## src/rtl/hdr_ecc_pkg.sv

```systemverilog
package hdr_ecc_pkg;

    localparam int HDR_W = 24;
    localparam int ECC_W = 8;
    localparam int PAR_W = 6;
    localparam int VC_W  = 2;
    localparam int DT_W  = 6;
    localparam int ID_W  = VC_W + DT_W;

    // Classification of one request
    typedef enum logic [2:0] {
        V_GEN,
        V_CLEAN,
        V_FIX_HDR,
        V_FIX_ECC,
        V_BAD
    } verdict_e;

    typedef struct packed {
        logic [HDR_W-1:0] hdr;
        logic [ECC_W-1:0] ecc;
        logic             fixed;
        logic             bad;
    } result_t;

    // Parity column of each header bit (bit p set: header bit feeds parity p)
    function automatic logic [PAR_W-1:0] column(input int unsigned idx);
        logic [PAR_W-1:0] c;
        case (idx)
            0:  c = 6'h07;  1:  c = 6'h0B;  2:  c = 6'h0D;  3:  c = 6'h0E;
            4:  c = 6'h13;  5:  c = 6'h15;  6:  c = 6'h16;  7:  c = 6'h19;
            8:  c = 6'h1A;  9:  c = 6'h1C;  10: c = 6'h23;  11: c = 6'h25;
            12: c = 6'h26;  13: c = 6'h29;  14: c = 6'h2A;  15: c = 6'h2C;
            16: c = 6'h31;  17: c = 6'h32;  18: c = 6'h34;  19: c = 6'h38;
            20: c = 6'h1F;  21: c = 6'h2F;  22: c = 6'h37;  23: c = 6'h3B;
            default: c = '0;
        endcase
        return c;
    endfunction

endpackage

```

## src/rtl/hdr_ecc_parity.sv

```systemverilog
module hdr_ecc_parity
    import hdr_ecc_pkg::*;
(
    input  logic [HDR_W-1:0] data,
    output logic [ECC_W-1:0] ecc
);

    logic [PAR_W-1:0] par;

    for (genvar p = 0; p < PAR_W; p++) begin : g_par
        always_comb begin
            logic             acc;
            logic [PAR_W-1:0] col;
            acc = 1'b0;
            for (int i = 0; i < HDR_W; i++) begin
                col = column(i);
                if (col[p]) acc = acc ^ data[i];
            end
            par[p] = acc;
        end
    end

    // Top parity bits are defined as constant zero
    assign ecc = {{(ECC_W-PAR_W){1'b0}}, par};

endmodule

```

## src/rtl/hdr_ecc_syndrome_dec.sv

```systemverilog
module hdr_ecc_syndrome_dec
    import hdr_ecc_pkg::*;
(
    input  logic [ECC_W-1:0] syndrome,
    output verdict_e         verdict,
    output logic [HDR_W-1:0] flip_mask
);

    logic [HDR_W-1:0] hit;

    for (genvar i = 0; i < HDR_W; i++) begin : g_hit
        assign hit[i] = (syndrome == {{(ECC_W-PAR_W){1'b0}}, column(i)});
    end

    assign flip_mask = hit;

    always_comb begin
        if (syndrome == '0)
            verdict = V_CLEAN;
        else if (|hit)
            verdict = V_FIX_HDR;
        else if ($onehot(syndrome))
            verdict = V_FIX_ECC;
        else
            verdict = V_BAD;
    end

endmodule

```

## src/rtl/hdr_ecc_out_stage.sv

```systemverilog
module hdr_ecc_out_stage
    import hdr_ecc_pkg::*;
#(
    parameter bit REG_OUT = 1'b1
) (
    input  logic    clk,
    input  logic    rst_n,
    input  logic    d_valid,
    input  result_t d_res,
    output logic    q_valid,
    output result_t q_res
);

    if (REG_OUT) begin : g_reg
        always_ff @(posedge clk or negedge rst_n) begin
            if (!rst_n) begin
                q_valid <= 1'b0;
                q_res   <= '0;
            end else begin
                q_valid <= d_valid;
                if (d_valid) q_res <= d_res;
            end
        end
    end else begin : g_wire
        assign q_valid = d_valid;
        assign q_res   = d_res;
    end

endmodule

```

## src/rtl/hdr_ecc_unit.sv

```systemverilog
module hdr_ecc_unit
    import hdr_ecc_pkg::*;
#(
    parameter bit REG_OUT = 1'b1
) (
    input  logic             clk,
    input  logic             rst_n,
    input  logic             in_valid,
    input  logic             mode_check,
    input  logic [HDR_W-1:0] hdr_in,
    input  logic [ECC_W-1:0] ecc_in,
    output logic             out_valid,
    output logic [HDR_W-1:0] hdr_out,
    output logic [ECC_W-1:0] ecc_out,
    output logic [VC_W-1:0]  vc_out,
    output logic [DT_W-1:0]  dtype_out,
    output logic             err_fixed,
    output logic             err_bad
);

    logic [ECC_W-1:0] calc_ecc;
    logic [ECC_W-1:0] syndrome;
    logic [HDR_W-1:0] flip_mask;
    verdict_e         dec_verdict;
    verdict_e         verdict;
    result_t          nxt_res;
    result_t          out_res;

    hdr_ecc_parity u_parity (
        .data (hdr_in),
        .ecc  (calc_ecc)
    );

    assign syndrome = ecc_in ^ calc_ecc;

    hdr_ecc_syndrome_dec u_dec (
        .syndrome  (syndrome),
        .verdict   (dec_verdict),
        .flip_mask (flip_mask)
    );

    assign verdict = mode_check ? dec_verdict : V_GEN;

    // Result per verdict
    always_comb begin
        nxt_res = '0;
        unique case (verdict)
            V_GEN: begin
                nxt_res.hdr = hdr_in;
                nxt_res.ecc = calc_ecc;
            end
            V_CLEAN: begin
                nxt_res.hdr = hdr_in;
                nxt_res.ecc = ecc_in;
            end
            V_FIX_HDR: begin
                nxt_res.hdr   = hdr_in ^ flip_mask;
                nxt_res.ecc   = ecc_in;
                nxt_res.fixed = 1'b1;
            end
            V_FIX_ECC: begin
                nxt_res.hdr   = hdr_in;
                nxt_res.ecc   = ecc_in ^ syndrome;
                nxt_res.fixed = 1'b1;
            end
            V_BAD: begin
                nxt_res.hdr = hdr_in;
                nxt_res.ecc = ecc_in;
                nxt_res.bad = 1'b1;
            end
            default: nxt_res = '0;
        endcase
    end

    hdr_ecc_out_stage #(.REG_OUT(REG_OUT)) u_out (
        .clk     (clk),
        .rst_n   (rst_n),
        .d_valid (in_valid),
        .d_res   (nxt_res),
        .q_valid (out_valid),
        .q_res   (out_res)
    );

    assign hdr_out   = out_res.hdr;
    assign ecc_out   = out_res.ecc;
    assign err_fixed = out_res.fixed;
    assign err_bad   = out_res.bad;
    assign vc_out    = out_res.hdr[ID_W-1:DT_W];
    assign dtype_out = out_res.hdr[DT_W-1:0];

endmodule

```

## config.mk

```make
export PLATFORM = sky130hd
export DESIGN_NAME = hdr_ecc_unit
export DESIGN_NICKNAME = d
export VERILOG_FILES = /design/src/rtl/hdr_ecc_pkg.sv /design/src/rtl/hdr_ecc_parity.sv /design/src/rtl/hdr_ecc_syndrome_dec.sv /design/src/rtl/hdr_ecc_out_stage.sv /design/src/rtl/hdr_ecc_unit.sv
export SDC_FILE = /design/constraint.sdc
export NUM_CORES = 1
export LEC_CHECK = 0
export ABC_CLOCK_PERIOD_IN_PS = 2100
export BUFFER_PORTS_ARGS = -buffer_cell sky130_fd_sc_hd__buf_2
export CORE_MARGIN = 2
export CORE_UTILIZATION = 55
export CTS_BUF_LIST = sky130_fd_sc_hd__clkbuf_16
export DETAILED_ROUTE_END_ITERATION = 8
export PLACE_DENSITY = 0.92
export SLEW_MARGIN = 0
export SYNTH_ARGS = -nofsm -noshare
export SYNTH_HDL_FRONTEND = slang
export SYNTH_SLANG_ARGS = --single-unit
export TNS_END_PERCENT = 10
```

## constraint.sdc

```tcl
create_clock -name clk -period 2.1 [get_ports clk]
set_clock_uncertainty 0.1 [all_clocks]
set_input_delay 0.105 -clock clk [delete_from_list [all_inputs] [get_ports clk]]
set_output_delay 0.105 -clock clk [all_outputs]
set_load 0.005 [all_outputs]
```

; Word level (Yosys, flattened, before mapping)
; Index checks and enable logic that the tools add are counted.
[totals]
register_bits = 35
out_inout_bits = 43
elab_cells = 129
[op_classes]
n_bitwise = 76
addsub = 7
muxes = 7
eq_ne = 29
n_reduce_logical = 5
[op_table]
columns = operator, n
row1 = $pmux W32 S4, 1
row2 = $eq A8 B6 Y1 const B, 13
row3 = $xor A1 B1 Y1, 73
row4 = $eq A8 B5 Y1 const B, 7
row5 = $eq A8 B4 Y1 const B, 3
row6 = $reduce_or A24 Y1, 1
row7 = $xor A24 B24 Y24, 1
row8 = $add A4 B4 Y4, 3
row9 = $mux W3, 4
row10 = $add A1 B1 Y2, 4
row11 = $eq A8 B3 Y1 const B, 1
row12 = $logic_not A8 Y1, 1
row13 = $xor A8 B6 Y8, 1
row14 = $xor A8 B8 Y8, 1
row15 = $eq A3 B2 Y1 const B, 2
row16 = $eq A4 B1 Y1 const B, 1
row17 = $reduce_or A2 Y1, 2
row18 = $eq A3 B1 Y1 const B, 1
row19 = $eq A3 B3 Y1 const B, 1
row20 = $logic_not A3 Y1, 1
row21 = $mux W1, 2

; Depth between registers and ports, before layout
[logic_depth]
depth_word = 25
mapped_depth = 20
ltp_nobuf = 19

; By module
; A second synthesis with hierarchy kept.
[hier_totals]
cells_unflattened = 435
area_unflattened_um2 = 4214.0
[by_module_without_submodules]
columns = mod, cells_per_inst, area_each_um2, seq_area_each_um2, instances
row1 = hdr_ecc_out_stage, 73, 1442.6, 875.8, 1
row2 = hdr_ecc_unit, 202, 1412.6, 0.0, 1
row3 = hdr_ecc_syndrome_dec, 112, 792.0, 0.0, 1
row4 = hdr_ecc_parity, 48, 566.8, 0.0, 1

; Worst setup path before layout
; OpenSTA, ideal clock, no wires.
[synth_path]
kind = input to register
startpoint = in hdr_in[17]
endpoint = reg u_out.q_res[4] (netlist name)
arrival_ns = 5.284
required_time_ns = 1.863
path_stages = 19
path_slack_ns = -3.421
setup_time_ns = 0.137
path_cell_list = xnor2_1 > xnor3_1 > xnor2_1 > xnor2_1 > xor2_1 > ha_1 > clkbuf_1 > inv_1 > fa_1 > inv_1 > fa_1 > ha_1 > fa_1 > or4b_4 > nand2b_4 > or4_4 > o21ai_4 > mux2i_1 > a21oi_1
[synth_between]
elab_chain_len = 18
[synth_lines]
columns = element, line_no
row1 = "start, declared", hdr_ecc_unit.sv:10  ; input logic [HDR_W-1:0] hdr_in,
row2 = $xor A1 B1 Y1 (6 in series), hdr_ecc_parity.sv:17  ; if (col[p]) acc = acc ^ data[i];
row3 = $xor A8 B6 Y8 *, hdr_ecc_unit.sv:34  ; assign syndrome = ecc_in ^ calc_ecc;
row4 = $add A1 B1 Y2 (not written as such), hdr_ecc_syndrome_dec.sv:22  ; else if ($onehot(syndrome))
row5 = $add A4 B4 Y4 (not written as such) (2 in series), hdr_ecc_syndrome_dec.sv:22
row6 = $eq A4 B1 Y1, hdr_ecc_syndrome_dec.sv:22
row7 = $mux W3, hdr_ecc_syndrome_dec.sv:22
row8 = $mux W3, hdr_ecc_syndrome_dec.sv:20  ; else if (|hit)
row9 = $mux W3 *, hdr_ecc_syndrome_dec.sv:18  ; if (syndrome == '0)
row10 = $mux W3 *, hdr_ecc_unit.sv:42  ; assign verdict = mode_check ? dec_verdict : V_GEN;
row11 = $eq A3 B3 Y1 or $eq A3 B1 Y1 (tied branches), hdr_ecc_unit.sv:47  ; unique case (verdict)
row12 = $reduce_or A2 Y1 (no line), n/a
row13 = $pmux W32 S4 *, hdr_ecc_unit.sv:47
row14 = "end signal, assigned", hdr_ecc_out_stage.sv:21  ; if (d_valid) q_res <= d_res;
row15 = "end, declared", hdr_ecc_out_stage.sv:11  ; output result_t q_res
; Every way passes the cells marked *; elsewhere a longest branch is shown, timed or not.
; A chain may end at the register's enable or synchronous reset.

; Worst setup path after layout
[layout_path]
startpoint = in hdr_in[14]
endpoint = reg u_out.q_res[6] (netlist name)
[layout_between]
elab_chain_len = 21
[layout_lines]
columns = element, line_no
row1 = $xor A1 B1 Y1 (9 in series), hdr_ecc_parity.sv:17
row2 = $xor A8 B6 Y8 *, hdr_ecc_unit.sv:34
row3 = $add A1 B1 Y2 (not written as such), hdr_ecc_syndrome_dec.sv:22
row4 = $add A4 B4 Y4 (not written as such) (2 in series), hdr_ecc_syndrome_dec.sv:22
row5 = $eq A4 B1 Y1, hdr_ecc_syndrome_dec.sv:22
row6 = $mux W3, hdr_ecc_syndrome_dec.sv:22
row7 = $mux W3, hdr_ecc_syndrome_dec.sv:20
row8 = $mux W3 *, hdr_ecc_syndrome_dec.sv:18
row9 = $mux W3 *, hdr_ecc_unit.sv:42
row10 = $eq A3 B3 Y1 or $eq A3 B1 Y1 (tied branches), hdr_ecc_unit.sv:47
row11 = $reduce_or A2 Y1 (no line), n/a
row12 = $pmux W32 S4 *, hdr_ecc_unit.sv:47
; Marked as above.

==> impl_metrics.tcl <==
set metrics [dict create \
    grt_use_total_pct 40.2 \
    synth_top_family_by_area "XOR/XNOR gates" \
    synth.area.top_cells "dfrtp_1 31%, xnor2_1 13%, xor2_1 10%" \
    clkSlewWorstSetupHoldPaths_ps 60 \
    critPathRequiredTime_ps 2170 \
    critPathLaunchType "input pin" \
    synth.ff_latch_count 35 \
    critPathSlowestCell "fa_1" \
    io_buffers 78 \
    finalSetupViolCount 34 \
    outcome "complete, but fails checks" \
    syn_nets 378 \
    drt_iter0_drc 483 \
    antenna_cells 0 \
    die_h_um 76.2 \
    ys_seq_area_share_pct 30.6 \
    yosys-top-cells-count "41 x xnor2_1, 35 x dfrtp_1, 34 x xor2_1" \
    synth-xor-area-share_pct 25.3 \
    maxCapViolations 0 \
    htreeDepth 2 \
    tightest_slew_ps 843 \
    timing.final.crit_share_pct 248 \
    r2r_start "u_out.q_res[17]" \
    cp_cell_sequence "buf_2 -> buf_4 -> xor2_1 -> xnor2_1 -> xnor2_2 -> xnor2_2 -> xor2_2 -> ha_4 -> inv_2 -> fa_1 -> inv_2 -> fa_1 -> ha_2 -> fa_1 -> or4b_4 -> nand2b_4 -> or4_4 -> o21ai_4 -> buf_12 -> mux2i_1 -> a21oi_1" \
    grt_first_pass_wirelength_um 17700 \
    initial_core_util_pct 56.4 \
    yosys_warnings 0 \
    dr_total_vias 3337 \
    holdWs_ps 28.0 \
    grt_max_degree 42 \
    core_area_mm2 0.00507 \
    p_leak_nw 2.12 \
    power_density_mw_per_mm2 1770 \
    violations "negative setup slack" \
    async_flop_share_pct 100 \
    worst_slack_ps -3100 \
    syn_to_final_growth_pct 56.3 \
    cts_tree "done" \
    max_freq_mhz 192 \
    synth.top_cell.area_share_pct 30.6 \
    synth-edff-count 0 \
    drive_gt1_share_pct 48.8 \
    place_hpwl_um 6250 \
    worstHoldStart "ecc_in[2]" \
    die-area_mm2 0.00580 \
    synth_compound_area_share_pct 10.4 \
    cts_root_buf "clkbuf_16" \
    nNetsFinal 519 \
    muxShareOfSynthArea_pct 1.40 \
    avgRoutedWirePerCell_um 23.1 \
    die_w_um 76.2 \
    cts_buffers 5 \
    synth.cell_area_mm2 0.00286 \
    synth_top_area_cell "dfrtp_1" \
    avgViaCountPerCell 6.26 \
    routed_wl_um 12300 \
    cp.arrival_ps 5270 \
    netlist_instances 321 \
    synth-adder-area-share_pct 10.2 \
    cts.path.max_buffers 2 \
    hold_viol 0 \
    dr.pass1.iters 6 \
    finalCriticalPeriod_ps 5200 \
    ios 79 \
    min-delay-path-class "in2reg" \
    rows 26 \
    placed_area_mm2 0.00370 \
    rrSetupSlack_ps 1240 \
    synthSimpleGateAreaFrac_pct 14.1 \
    ant_nets 0 \
    endpoint_kind "register" \
    drv_slew 0 \
    synth.avg_cell_area_um2 8.92 \
    yosys.cell_count.top_type "xnor2_1" \
    path_common_cell "fa_1" \
    ir_drop_uv 2050 \
    critPathMaxFanout 4 \
    slowest_delay_ps 540 \
    finalSetupTns_ps -61530 \
    ys_types 34 \
    first_global_vias 3312 \
    antenna_found_initial 0 \
    clk_latency_ps 290 \
    drc 0 \
    cts_sinks 35 \
    gp_congestion 1.02 \
    rsz0062_at_grt "yes" \
    synthFlopType "dfrtp_1" \
    path_class "in2reg" \
    final_area_mm2 0.00448 \
    grt_overflow_total 0 \
    crit_path_start "hdr_in[14]" \
    relSlewSlack_pct 43.8 \
]
report_power, final:
group	total, mW	switching, mW	internal (mW)
registers	0.902	0.0865	0.816
clock network	0.868	0.308	0.560
logic	6.14	3.04	3.10
total	7.91	3.43	4.48
critical path, delay by kind of cell:
family,cells,cell delay (ps)
adder cells (fa/ha/maj),5,1820
XOR/XNOR,5,1170
multiplexers,1,200
AND/OR/NAND/NOR,3,1150
AO/OA/AOI/OAI,2,290
buffers and inverters,5,510
path summary, 6_finish.rpt:
check / to / cells after the start
worst min register to register: u_out.q_res[1] / 2
worst max register to register: u_out.q_res[17] / 2
max in group asynchronous: u_out.q_res[22] / 2
worst max-delay path: u_out.q_res[6] / 21
min in group asynchronous: u_out.q_res[4] / 2
worst min-delay path: u_out.q_res[4] / 3
sequential cells by signal, indices dropped and copies added (netlist names):
signal / cells
u_out.q_res: 34
u_out.q_valid: 1
cell families after synthesis:
logic type | after synthesis
AO/OA/AOI/OAI | 50
adder cells (fa/ha/maj) | 21
flip-flops | 35
AND/OR/NAND/NOR | 80
multiplexers | 4
buffers and inverters | 53
XOR/XNOR | 78
per-layer routing:
| metal | part of all wire, % | vias to the layer above | track usage, % |
|---|---|---|---|
| met5 | 0 | - | 0 |
| met4 | 7.0 | 0 | 26.4 |
| met3 | 11 | 88 | 10.2 |
| met2 | 47 | 337 | 66.8 |
| met1 | 35 | 1577 | 45.9 |
| li1 | - | 1335 | - |
final cells by class:
class	count	area [um^2]
multi-input cells	233	2100
well taps	70	87.6
clock inverters	3	43.8
flip-flops and latches	35	876
repair buffers	164	1160
clock buffers	5	125
fillers	214	599
inverters	23	86.3
cells in the final DEF (no fill, tap or decap), types with 4 or more instances in the layout:
master,Yosys,layout
clkbuf_16,0,5
xnor2_1,41,19
a21oi_1,30,30
nand4_1,14,14
mux2i_1,4,4
xnor2_2,0,17
inv_2,0,6
buf_4,8,64
nand3_1,12,11
dfrtp_1,35,35
inv_1,23,17
buf_6,0,20
ha_1,17,12
xor2_1,34,31
nand2_1,13,12
xnor2_4,0,5
buf_2,0,75
nor2_1,28,28
repair_timing:
action | CTS | global route
setup endpoints to repair | 34 | 34
hold buffers | 1 | 0
endpoints found under the hold margin | 35 | 0
pin swaps | 28 | 19
resized for setup | 47 | 36
setup buffers | 21 | 5
stage by stage:
stage | total power, mW | std cells | setup WS, ps | utilization (%)
2_1_floorplan | 3.60 | 321 | -3050 | -
6_report | 7.91 | 533 | -3100 | 88.2
5_1_grt | 8.18 | 533 | -3240 | 88.2
3_5_place_dp | 5.03 | 498 | -3540 | 72.8
3_3_place_gp | 4.70 | 498 | -3260 | 72.8
4_1_cts | 6.98 | 528 | -2990 | 83.6
No activity file was read; power rests on OpenSTA's default activity.
